[src/rtl/exc_entry_pkg.sv]
package exc_entry_pkg;
  localparam int CAUSE_W = 5;
  localparam int RS_W    = 4;
  localparam int FLAG_W  = 5;

  // status bit positions
  localparam int ST_IEN  = 0;
  localparam int ST_USR  = 1;
  localparam int ST_EH   = 2;
  localparam int ST_CRS  = 4;
  localparam int ST_PRS  = ST_CRS + RS_W;
  localparam int ST_TOP  = ST_PRS + RS_W;

  // flag bit positions
  localparam int FL_D    = 0;
  localparam int FL_PERM = 1;
  localparam int FL_BAD  = 2;
  localparam int FL_DBL  = 3;
  localparam int FL_WE   = 4;

  typedef enum logic [CAUSE_W-1:0] {
    C_IRQ    = 5'd0,
    C_MISS_F = 5'd1,
    C_MISS_D = 5'd2,
    C_PERM_L = 5'd3,
    C_PERM_S = 5'd4,
    C_PERM_F = 5'd5,
    C_SUPA_F = 5'd6,
    C_SUPA_D = 5'd7,
    C_SUPI   = 5'd8,
    C_ILL    = 5'd9,
    C_MIS_D  = 5'd10,
    C_MIS_T  = 5'd11,
    C_DIV    = 5'd12,
    C_TRAP   = 5'd13
  } cause_e;

  typedef struct packed {
    logic [FLAG_W-1:0] set;
    logic              miss;
    logic              irq;
    logic              fast;
  } dec_t;
endpackage

[src/rtl/exc_cause_decode.sv]
module exc_cause_decode
  import exc_entry_pkg::*;
(
  input  logic [CAUSE_W-1:0] cause,
  input  logic               brk,
  input  logic               eh,
  output dec_t               dec
);
  always_comb begin
    dec = '0;
    if (!brk) begin
      case (cause)
        C_IRQ: dec.irq = 1'b1;
        C_MISS_F, C_MISS_D: begin
          dec.miss = 1'b1;
          dec.set[FL_D] = (cause == C_MISS_D);
          if (eh) begin
            dec.set[FL_DBL] = 1'b1;
          end else begin
            dec.set[FL_WE] = 1'b1;
            dec.fast       = 1'b1;
          end
        end
        C_PERM_L, C_PERM_S, C_PERM_F: begin
          dec.set[FL_PERM] = 1'b1;
          dec.set[FL_D]    = (cause != C_PERM_F);
          dec.set[FL_WE]   = !eh;
        end
        C_SUPA_F, C_MIS_T: dec.set[FL_BAD] = 1'b1;
        C_SUPA_D, C_MIS_D: begin
          dec.set[FL_BAD] = 1'b1;
          dec.set[FL_D]   = 1'b1;
        end
        default: dec = '0;
      endcase
    end
  end
endmodule

[src/rtl/exc_status_next.sv]
module exc_status_next
  import exc_entry_pkg::*;
#(
  parameter int XLEN = 32
) (
  input  logic [XLEN-1:0] old_st,
  input  logic            mmu,
  output logic [XLEN-1:0] new_st
);
  logic eh;
  assign eh = old_st[ST_EH];

  always_comb begin
    new_st = old_st;
    if (!eh) begin
      new_st[ST_PRS +: RS_W] = old_st[ST_CRS +: RS_W];
      if (mmu) new_st[ST_EH] = 1'b1;
    end
    new_st[ST_CRS +: RS_W] = '0;
    new_st[ST_IEN]         = 1'b0;
    new_st[ST_USR]         = 1'b0;
  end
endmodule

[src/rtl/exc_flag_next.sv]
module exc_flag_next
  import exc_entry_pkg::*;
(
  input  logic [FLAG_W-1:0] old_fl,
  input  dec_t              dec,
  input  logic              eh,
  input  logic              mmu,
  output logic [FLAG_W-1:0] new_fl
);
  logic [FLAG_W-1:0] clr_first, clr_dbl;

  always_comb begin
    clr_first = '0;
    clr_first[FL_D] = 1'b1; clr_first[FL_PERM] = 1'b1;
    clr_first[FL_BAD] = 1'b1; clr_first[FL_DBL] = 1'b1;
    clr_dbl = clr_first;
    clr_dbl[FL_DBL] = 1'b0;
  end

  always_comb begin
    if (!eh && mmu)        new_fl = (old_fl & ~clr_first) | dec.set;
    else if (eh && dec.miss) new_fl = (old_fl & ~clr_dbl) | dec.set;
    else                   new_fl = old_fl;
  end
endmodule

[src/rtl/exc_entry_ctrl.sv]
module exc_entry_ctrl
  import exc_entry_pkg::*;
#(
  parameter int              XLEN     = 32,
  parameter logic [XLEN-1:0] GEN_VEC  = 32'h0000_0020,
  parameter logic [XLEN-1:0] FAST_VEC = 32'h0000_0100
) (
  input  logic               clk,
  input  logic               rst_n,
  input  logic               mmu_present,
  input  logic               exc_req,
  input  logic [CAUSE_W-1:0] exc_cause,
  input  logic               exc_brk,
  input  logic [XLEN-1:0]    exc_pc,
  input  logic               sts_wr,
  input  logic [XLEN-1:0]    sts_wr_data,
  output logic [XLEN-1:0]    status_q,
  output logic [XLEN-1:0]    estatus_q,
  output logic [XLEN-1:0]    bstatus_q,
  output logic [CAUSE_W-1:0] cause_q,
  output logic [FLAG_W-1:0]  tlbflags_q,
  output logic [XLEN-1:0]    ea_q,
  output logic [XLEN-1:0]    ba_q,
  output logic               redirect,
  output logic [XLEN-1:0]    redirect_pc
);
  localparam logic [XLEN-1:0] IRQ_STEP = XLEN'(4);

  // reset synchronizer: asynchronous assert, synchronous release
  logic [1:0] rst_sync;
  logic       rst_i;
  always_ff @(posedge clk or negedge rst_n) begin
    if (!rst_n) rst_sync <= 2'b00;
    else        rst_sync <= {rst_sync[0], 1'b1};
  end
  assign rst_i = rst_sync[1];

  // request holding stage
  logic               pend_v, pend_v_d;
  logic [CAUSE_W-1:0] pend_cause, pend_cause_d;
  logic               pend_brk, pend_brk_d;
  logic [XLEN-1:0]    pend_pc, pend_pc_d;

  // commit-side combinational results
  dec_t              dec;
  logic [XLEN-1:0]   st_commit;
  logic [FLAG_W-1:0] fl_commit;
  logic              eh_now;
  logic [XLEN-1:0]   ret_addr;

  assign eh_now = status_q[ST_EH];

  exc_cause_decode u_dec (
    .cause (pend_cause),
    .brk   (pend_brk),
    .eh    (eh_now),
    .dec   (dec)
  );

  exc_status_next #(.XLEN(XLEN)) u_st (
    .old_st (status_q),
    .mmu    (mmu_present),
    .new_st (st_commit)
  );

  exc_flag_next u_fl (
    .old_fl (tlbflags_q),
    .dec    (dec),
    .eh     (eh_now),
    .mmu    (mmu_present),
    .new_fl (fl_commit)
  );

  assign ret_addr = dec.irq ? (pend_pc + IRQ_STEP) : pend_pc;

  // next-state
  logic [XLEN-1:0]    status_d, estatus_d, bstatus_d, ea_d, ba_d, rpc_d;
  logic [CAUSE_W-1:0] cause_d;
  logic [FLAG_W-1:0]  flags_d;
  logic               redirect_d;
  logic               st_en, est_en, bst_en, ea_en, ba_en, cause_en, fl_en, rpc_en;

  always_comb begin
    pend_v_d     = exc_req;
    pend_cause_d = exc_cause;
    pend_brk_d   = exc_brk;
    pend_pc_d    = exc_pc;

    st_en    = pend_v | sts_wr;
    status_d = pend_v ? st_commit : sts_wr_data;

    est_en    = pend_v && !eh_now && !pend_brk;
    bst_en    = pend_v && !eh_now &&  pend_brk;
    estatus_d = status_q;
    bstatus_d = status_q;
    ea_en     = est_en;
    ba_en     = bst_en;
    ea_d      = ret_addr;
    ba_d      = ret_addr;

    cause_en = pend_v && !pend_brk;
    cause_d  = pend_cause;

    fl_en   = pend_v;
    flags_d = fl_commit;

    redirect_d = pend_v;
    rpc_en     = pend_v;
    rpc_d      = dec.fast ? FAST_VEC : GEN_VEC;
  end

  // registers
  always_ff @(posedge clk or negedge rst_i) begin
    if (!rst_i) begin
      pend_v      <= 1'b0;
      pend_cause  <= '0;
      pend_brk    <= 1'b0;
      pend_pc     <= '0;
      status_q    <= '0;
      estatus_q   <= '0;
      bstatus_q   <= '0;
      cause_q     <= '0;
      tlbflags_q  <= '0;
      ea_q        <= '0;
      ba_q        <= '0;
      redirect    <= 1'b0;
      redirect_pc <= '0;
    end else begin
      pend_v     <= pend_v_d;
      pend_cause <= pend_cause_d;
      pend_brk   <= pend_brk_d;
      pend_pc    <= pend_pc_d;
      redirect   <= redirect_d;
      if (st_en)    status_q    <= status_d;
      if (est_en)   estatus_q   <= estatus_d;
      if (bst_en)   bstatus_q   <= bstatus_d;
      if (ea_en)    ea_q        <= ea_d;
      if (ba_en)    ba_q        <= ba_d;
      if (cause_en) cause_q     <= cause_d;
      if (fl_en)    tlbflags_q  <= flags_d;
      if (rpc_en)   redirect_pc <= rpc_d;
    end
  end


  entry_clears_chk: assert property (@(posedge clk) disable iff (!rst_i)
    pend_v |=> (status_q[ST_CRS +: RS_W] == '0) && !status_q[ST_IEN] && !status_q[ST_USR]);


  redirect_src_chk: assert property (@(posedge clk) disable iff (!rst_i)
    redirect |-> $past(pend_v));


  nested_nosave_chk: assert property (@(posedge clk) disable iff (!rst_i)
    (pend_v && status_q[ST_EH]) |=> ($stable(estatus_q) && $stable(bstatus_q) &&
                                      $stable(ea_q) && $stable(ba_q)));


  nested_vec_chk: assert property (@(posedge clk) disable iff (!rst_i)
    (pend_v && status_q[ST_EH]) |=> (redirect_pc == GEN_VEC));


  no_mmu_flags_chk: assert property (@(posedge clk) disable iff (!rst_i)
    (pend_v && !mmu_present && !status_q[ST_EH]) |=> ($stable(tlbflags_q) && !status_q[ST_EH]));


  sts_load_chk: assert property (@(posedge clk) disable iff (!rst_i)
    (sts_wr && !pend_v) |=> (status_q == $past(sts_wr_data)));
endmodule

[config.mk]
export PLATFORM = sky130hd
export DESIGN_NAME = exc_entry_ctrl
export DESIGN_NICKNAME = d
export VERILOG_FILES = /design/src/rtl/exc_entry_pkg.sv /design/src/rtl/exc_cause_decode.sv /design/src/rtl/exc_status_next.sv /design/src/rtl/exc_flag_next.sv /design/src/rtl/exc_entry_ctrl.sv
export SDC_FILE = /design/constraint.sdc
export NUM_CORES = 1
export LEC_CHECK = 0
export BUFFER_PORTS_ARGS = -buffer_cell sky130_fd_sc_hd__buf_2
export CAP_MARGIN = 20
export CORE_UTILIZATION = 37
export DETAILED_ROUTE_END_ITERATION = 8
export GPL_ROUTABILITY_DRIVEN = 0
export PLACE_DENSITY = 0.58
export SLEW_MARGIN = 20
export SYNTH_ARGS = -nofsm -noshare
export SYNTH_HDL_FRONTEND = slang
export SYNTH_SLANG_ARGS = --single-unit
[constraint.sdc]
create_clock -name clk -period 20.2 [get_ports clk]
set_input_delay 4.04 -clock clk [delete_from_list [all_inputs] [get_ports clk]]
set_output_delay 4.04 -clock clk [all_outputs]
set_load 0.02 [all_outputs]
# ---- Yosys cells after proc, flatten, opt, wreduce, memory -nomap -nowiden
# Index checks and enable logic that the tools add are counted.
dict set report op_classes {
  bitwise_logic 4
  n_reduce_logical 17
  mux 19
  eq_ne 11
  addsub 1
}
# operator n
set op_table {}
lappend op_table {{adder 32 x 3 -> 32 bit, second input constant} 1}
lappend op_table {{2-to-1 mux 32 bit} 1}
lappend op_table {{equality test 5 x 3 -> 1 bit, second input constant} 4}
lappend op_table {{2-to-1 mux 12 bit} 1}
lappend op_table {{equality test 5 x 2 -> 1 bit, second input constant} 2}
lappend op_table {{equality test 5 x 4 -> 1 bit, second input constant} 2}
lappend op_table {{2-to-1 mux 1 bit} 10}
lappend op_table {{2-to-1 mux 5 bit} 2}
lappend op_table {{OR 5 bit} 2}
lappend op_table {{2-to-1 mux 9 bit} 1}
lappend op_table {{2-to-1 mux 8 bit} 1}
lappend op_table {{logical AND 1 bit} 6}
lappend op_table {{AND reduction 2 bit} 3}
lappend op_table {{equality test 5 x 1 -> 1 bit, second input constant} 1}
lappend op_table {{logical NOT 5 bit} 1}
lappend op_table {{!= test 5 x 3 -> 1 bit, second input constant} 1}
lappend op_table {{2-to-1 mux 4 bit} 1}
lappend op_table {{OR reduction 2 bit} 2}
lappend op_table {{OR reduction 4 bit} 1}
lappend op_table {{case mux 1 bit (3 select lines)} 1}
lappend op_table {{OR reduction 3 bit} 1}
lappend op_table {{logical NOT 1 bit} 2}
lappend op_table {{!= test 2 bit, second input constant} 1}
lappend op_table {{case mux 1 bit (2 select lines)} 1}
lappend op_table {{3 further kinds} 3}
dict set report word_totals {
  ff_bits 244
  out_inout_bits 203
}

# ---- Longest topological paths before layout
# Gate-level depths: netlist of run 1.
dict set report logic_depth {
  ltp_word 7
  ltp_mapped 9
}

# ---- By module
# Synthesis of run 1 repeated with hierarchy kept, for this count alone.
dict set report unflattened {
  cells_unflattened 929
  area_unflattened_um2 9227.6
}
# module cells_per_inst seq_area_each_um2 area_per_inst_um2 n_inst
set modules_own_cells {}
lappend modules_own_cells {exc_entry_ctrl 865 5355.1 8744.6 1}
lappend modules_own_cells {exc_status_next 33 0.0 257.7 1}
lappend modules_own_cells {exc_cause_decode 20 0.0 137.6 1}
lappend modules_own_cells {exc_flag_next 11 0.0 87.6 1}

# ---- Worst setup path after synthesis of run 1
# OpenSTA, ideal clock, no wires.
dict set report synth_timing {
  path_type {in2reg}
  start {input sts_wr}
  end {register status_q[17]}
  path_stages 4
  setup_slack_ns 15.031
  path_buffers 2
  t_arrival_ns 5.045
  setup_time_ns 0.125
  required_ns 20.075
  cell_sequence {nor2b_1 -> clkbuf_1 -> clkbuf_1 -> mux2_2}
}
dict set report synth_between {
  elab_chain_len 2
}
# item line_no
set synth_rtl {}
lappend synth_rtl {{from (decl)} exc_entry_ctrl.sv:15} ;# input logic sts_wr,
lappend synth_rtl {{OR 1 bit} exc_entry_ctrl.sv:89} ;# st_en = pend_v | sts_wr;
lappend synth_rtl {{AND reduction 2 bit (no line)} -}
lappend synth_rtl {{to (signal assigned)} exc_entry_ctrl.sv:134} ;# if (st_en) status_q <= status_d;
lappend synth_rtl {{to (decl)} exc_entry_ctrl.sv:17} ;# output logic [XLEN-1:0] status_q,
# No other way between the ends.
# A chain may end at the register's enable or synchronous reset.

# ---- Worst setup path after layout of run 1
dict set report layout_timing {
  start {register status_q[2]}
  end {output status_q[2]}
}
# No word-level cell between the ends.

==> results.ini, run 1 <==
[setup_path]
crit_chain = buf_2
path_buf_inv = 1
arrival_ns = 1.47
cp_num_cells = 1
cp-start-kind = flop
path_class = flop to output port
crit_path_top_delay_cell = dfrtp_1
critPathTopFamily = flip-flops
worst_r2r_path_depth = 5
critPathMaxFanout = 13
max_stage_delay_ns = 0.69
endpoint_kind = output port
required_ns = 16.16

[yosys]
ys_seq_area_share_pct = 62.82
synth-edff-count = 0
syn_area_um2 = 8524
synth_flop_cell = dfrtp_1
synth_cells = 730
async_reset_ff_share_pct = 100.0
ys_seq_elements = 214
ys_warn_count = 0
ys_types = 45
syn_area_per_cell_um2 = 11.68

[layout]
final_nets = 1046
final_util_pct = 47.34
finalInstanceArea_um2 = 10720
final_cell_mix = 247 x buf_2, 213 x dfrtp_1, 172 x nand2_1, 62 x mux2_2, 46 x o21ai_0
stdcell_count = 1271
area_growth_pct = 25.74
drive_above_1_share_pct = 37.66
layout.cells.most_common = buf_2

[timing]
hold_viol = 0
max_freq_mhz = 181.5
finalSetupTns_ns = 0
final_max_slew_viol_count = 0
min_period_ns = 5.510
relSlewSlack_pct = 36.10
final.period_utilization_pct = 27.28
worst-slew-pin-transition_ns = 0.9506
holdWs_ns = 0.3369
skew_ns = 0.01090
setup_viol = 0
rsz0062_at_grt = no
setup_ws_ns = 14.69

[clock_network]
cts_buffers = 24
hold_buffers = 0
cts.sinks = 214
clk_pin_slew_ns = 0.06
root_buffer = clkbuf_16
cts_tree = built
cts_setup_buffers = 0
cts_resized = 0
h-tree-depth = 1
cts_buffer_depth = 3
insertion_delay_ns = 0.51

[place]
port_buffers = 247
place_ws_ns = 14.77
dp_hpwl_um = 13770
dpl_cell_area_um2 = 9884
dp_cells = 1228

[die]
die_w_um = 153.8
die_height_um = 153.8
core_um2 = 22640
die_area_um2 = 23650
start_util_pct = 37.65
io_pins = 278
num_rows = 55

[global_routing]
grt_max_degree = 168
grt_usage_pct = 16.93
grt_pass1_wl_um = 31980
grt_antenna_before_repair = 1
grt_pass1_vias = 5820
grt_overflow = 0

[routing]
postRouteAntennaNets = 0
routed_wl_um = 19980
viasPerCell = 4.686
wire_per_inst_um = 15.72
drtIter0Drc = 118
vias = 5956
first_pass_iters = 4
drcViolationCount = 0

[power_and_ir_drop]
power.density_nw_per_um2 = 119.6
p_leak_nw = 5.382
ir_drop_mv = 0.07307
total_power_mw = 1.282

[run_status]
status = completed

[min_path]
hp-class = flop to asynchronous set/reset pin

[flow_run]
max_cap_viol_count = 0

## layer usage
metal	share of wire, %	global-route usage (%)
met3	8.7	6.060
met4	2.3	4.381
met2	44	25.69
met1	45	22.96
met5	0	0
## flip-flops by register name, summed over array words and instances (netlist names)
name / cells
ba_q: 32
bstatus_q: 32
ea_q: 32
estatus_q: 32
pend_pc: 32
status_q: 32
cause_d: 5
cause_q: 5
tlbflags_q: 5
redirect_pc: 2
rst_sync: 2
fl_en: 1
pend_brk: 1
redirect: 1
## path summary, 6_finish.rpt
kind	startpoint	end	slack [ns]
max	status_q[2]	status_q[2]	14.69
min	rst_sync[1]	bstatus_q[10]	0.34
max reg2reg	fl_en	ea_q[11]	17.78
min reg2reg	rst_sync[1]	bstatus_q[10]	0.34
max in group asynchronous	rst_n	rst_sync[1]	16.78
min in group clk	rst_sync[0]	rst_sync[1]	0.35
## final cells by class
cell class	count	area (um2)
clock buffers	34	719.4
flip-flops and latches	214	5359
fillers	2117	11920
multi-input cells	474	2872
inverters	3	11.26
diodes	1	2.502
well taps	285	356.6
repair buffers	253	1314
clock inverters	7	85.08
## Yosys cell counts (2+ instances only)
cell type	count	area [um2]
or2_2	2	12.51
o21ai_0	46	230.2
buf_4	33	247.7
xnor2_1	19	166.4
nand3b_1	3	22.52
and4_1	6	52.55
nor2b_1	6	37.54
buf_6	2	22.52
dfrtp_1	214	5355
buf_1	4	15.01
a21oi_1	6	30.03
inv_1	3	11.26
and2_1	3	18.77
mux2i_1	13	130.1
mux2_2	62	698.2
nor4_2	2	25.02
nand2b_1	2	12.51
and3_1	5	31.28
nor3_1	5	25.02
nand4_1	7	43.79
nand3_1	12	60.06
buf_2	7	35.03
nor2_1	20	75.07
o21ai_1	16	80.08
nand2_1	172	645.6
conb_1	2	7.510
clkbuf_1	22	82.58
or3_4	2	22.52
a211oi_1	4	30.03
nor4_4	2	42.54
nor3_2	3	30.03
xor2_1	12	105.1
## kinds of logic (layout without fill, tap and decap cells)
logic type	after synthesis	in the layout	synth area share (%)
simple gates	259	259	14.35
buf+inv	71	297	4.858
mux	75	75	9.717
flops	214	214	62.82
fa+ha+maj	1	1	0.1468
compound gates	77	77	4.829
other cells	2	32	0.08810
xor+xnor	31	31	3.185
## power breakdown
group | internal, mW | total (mW) | switching (mW)
clock | 0.271 | 0.437 | 0.166
sequential | 0.508 | 0.559 | 0.0509
combinational | 0.102 | 0.286 | 0.184
total | 0.881 | 1.28 | 0.401
(Power assumes the default switching activity.)
==> run 2: changes to the inputs <==
PLACE_DENSITY = 0.61   (was 0.58)
clock period = 4.7 ns   (was 20.2 ns; I/O delays follow)
==> results.ini, run 2 (synthesized netlist as in run 1, its figures left out) <==
[setup_path]
crit_chain = buf_2
ff2ff_setup_slack_ns = 2.46  ; -15.32 ns
path_class = flop to output port
critPathMaxFanout = 13  ; unchanged
required_ns = 3.76  ; -12.40 ns
timing.rr.start = cause_d[1]
crit_path_top_delay_cell = dfrtp_1
path_buf_inv = 1  ; unchanged
worst_r2r_path_depth = 5  ; unchanged
cp-start-kind = flop
critPathTopFamily = flip-flops
endpoint_kind = output port
max_stage_delay_ns = 0.70  ; about the same
arrival_ns = 1.48  ; about the same
r2r_end = ba_q[22]

[clock_network]
clk_pin_slew_ns = 0.06  ; about the same
h-tree-depth = 1  ; unchanged
hold_buffers = 0  ; unchanged
cts.sinks = 214  ; unchanged
cts_buffers = 24  ; unchanged
cts_setup_buffers = 0  ; unchanged
cts_buffer_depth = 3  ; unchanged
root_buffer = clkbuf_16
insertion_delay_ns = 0.51  ; about the same
cts_tree = built
cts_resized = 0  ; unchanged

[layout]
final_cell_mix = 247 x buf_2, 213 x dfrtp_1, 172 x nand2_1, 62 x mux2_2, 46 x o21ai_0
layout.cells.most_common = buf_2
nFillCells = 2162  ; +2.1%
drive_above_1_share_pct = 37.78  ; +0.11 points
insertedDiodeCount = 0  ; -1
final_nets = 1049  ; +0.29%
area_growth_pct = 25.39

[routing]
drtIter0Drc = 202  ; +71%
first_pass_iters = 4  ; unchanged
vias = 5917  ; -0.65%
drcViolationCount = 0  ; unchanged
wire_per_inst_um = 15.81  ; +0.58%
postRouteAntennaNets = 0  ; unchanged
viasPerCell = 4.641  ; -0.97%
routed_wl_um = 20160  ; +0.90%

[timing]
final_max_slew_viol_count = 0  ; unchanged
min_period_ns = 2.420
skew_ns = 0.01585  ; +0.004954 ns
worst-slew-pin-transition_ns = 0.8826  ; -0.06801 ns
finalSetupTns_ns = 0  ; unchanged
max_freq_mhz = 413.2
final.period_utilization_pct = 51.49
setup_viol = 0  ; unchanged
setup_ws_ns = 2.280  ; -12.41 ns
rsz0062_at_grt = no
relSlewSlack_pct = 40.67  ; +4.6 points
hold_viol = 0  ; unchanged

[power_and_ir_drop]
pwr-share-seq_pct = 44.4  ; +0.8 points
internal_power_mw = 3.685  ; +320%
power_frac_comb_pct = 22.8  ; +0.5 points
ir_drop_mv = 0.3566  ; +390%
pwr-share-clk_pct = 32.9  ; -1.2 points
p_sw_mw = 1.724  ; +330%
p_leak_nw = 5.375  ; -0.13%
power.share.switching_pct = 31.87  ; +0.61 points
total_power_mw = 5.409  ; +320%
power.density_nw_per_um2 = 506.1  ; +320%

[global_routing]
grt_max_degree = 97  ; -42%
grt_antenna_before_repair = 0  ; -1
grt_pass1_wl_um = 32420  ; +1.4%
grt_busiest_layer = met2
grt_pass1_vias = 5912  ; +1.6%
grtUsageMet3_pct = 5.130  ; -0.93 points
met1_usage_pct = 23.20  ; +0.24 points
grt_usage_pct = 17.17  ; +0.24 points
use_met2_pct = 26.82  ; +1.1 points
grt_overflow = 0  ; unchanged

[die]
die_w_um = 153.8  ; unchanged
io_pins = 278  ; unchanged
num_rows = 55  ; unchanged
core_um2 = 22640  ; unchanged
die_area_um2 = 23650  ; unchanged
start_util_pct = 37.65  ; unchanged
die_height_um = 153.8  ; unchanged

[min_path]
hp-class = input port to asynchronous set/reset pin

[flow_run]
max_cap_viol_count = 0  ; unchanged

[place]
port_buffers = 247  ; unchanged
place_ws_ns = 2.395  ; -12.37 ns
dp_hpwl_um = 13990  ; +1.6%

[run_status]
status = completed

[run 2: cell count changes in the layout (fill, tap and decap cells not counted)]
cell / delta
diode_2: -1
buf_12: +1
clkinv_2: +2
buf_16: -1
buf_4: +3
bufinv_16: -2
clkbuf_1: +2
[run 2: worst max-delay path by stage]
stage / slack, ns / depth (start not counted) / startpoint / end
floorplan: 1.18 / 0 / rst_sync[1] / ba_q[0]
global placement: 2.41 / 4 / sts_wr / status_q[16]
detailed placement: 2.39 / 4 / sts_wr / status_q[15]
CTS: 2.26 / 1 / status_q[2] / status_q[2]
global route: 2.22 / 1 / status_q[2] / status_q[2]
finish: 2.28 / 1 / status_q[2] / status_q[2]
[run 2: metrics by stage]
stage	area [um2]	hold WS (ns)	util [%]	cells
floorplan	8635	0.3311	-	759
global placement	9907	0.3367	43.76	1231
detailed placement	9907	0.3435	43.76	1231
CTS	10670	0.1786	47.12	1274
global route	10690	0.1876	47.21	1275
finish	10690	0.2064	47.21	1275
[run 2: power by group through the flow]
stage	clock (mW)	combinational, mW	sequential (mW)
floorplan	0	0.375	2.82
global placement	0	1.23	2.42
detailed placement	0	1.24	2.43
CTS	1.84	1.24	2.40
global route	1.91	1.34	2.45
finish	1.78	1.23	2.40
[run 2: final cells by class]
cell class / count / area [um2] / share of cell area, %
clock inverters: 7 / 35.03 / 0.3278
clock buffers: 36 / 726.9 / 6.801
well taps: 285 / 356.6 / 3.336
multi-input cells: 474 / 2872 / 26.86
inverters: 3 / 11.26 / 0.1053
repair buffers: 256 / 1329 / 12.43
flip-flops and latches: 214 / 5359 / 50.13
[run 2: layer usage]
| metal | vias up | part of all wire (%) |
|---|---|---|
| met1 | 2798 | 45 |
| li1 | 2867 | - |
| met2 | 224 | 45 |
| met4 | 0 | 1.9 |
| met5 | - | 0 |
| met3 | 28 | 8.2 |
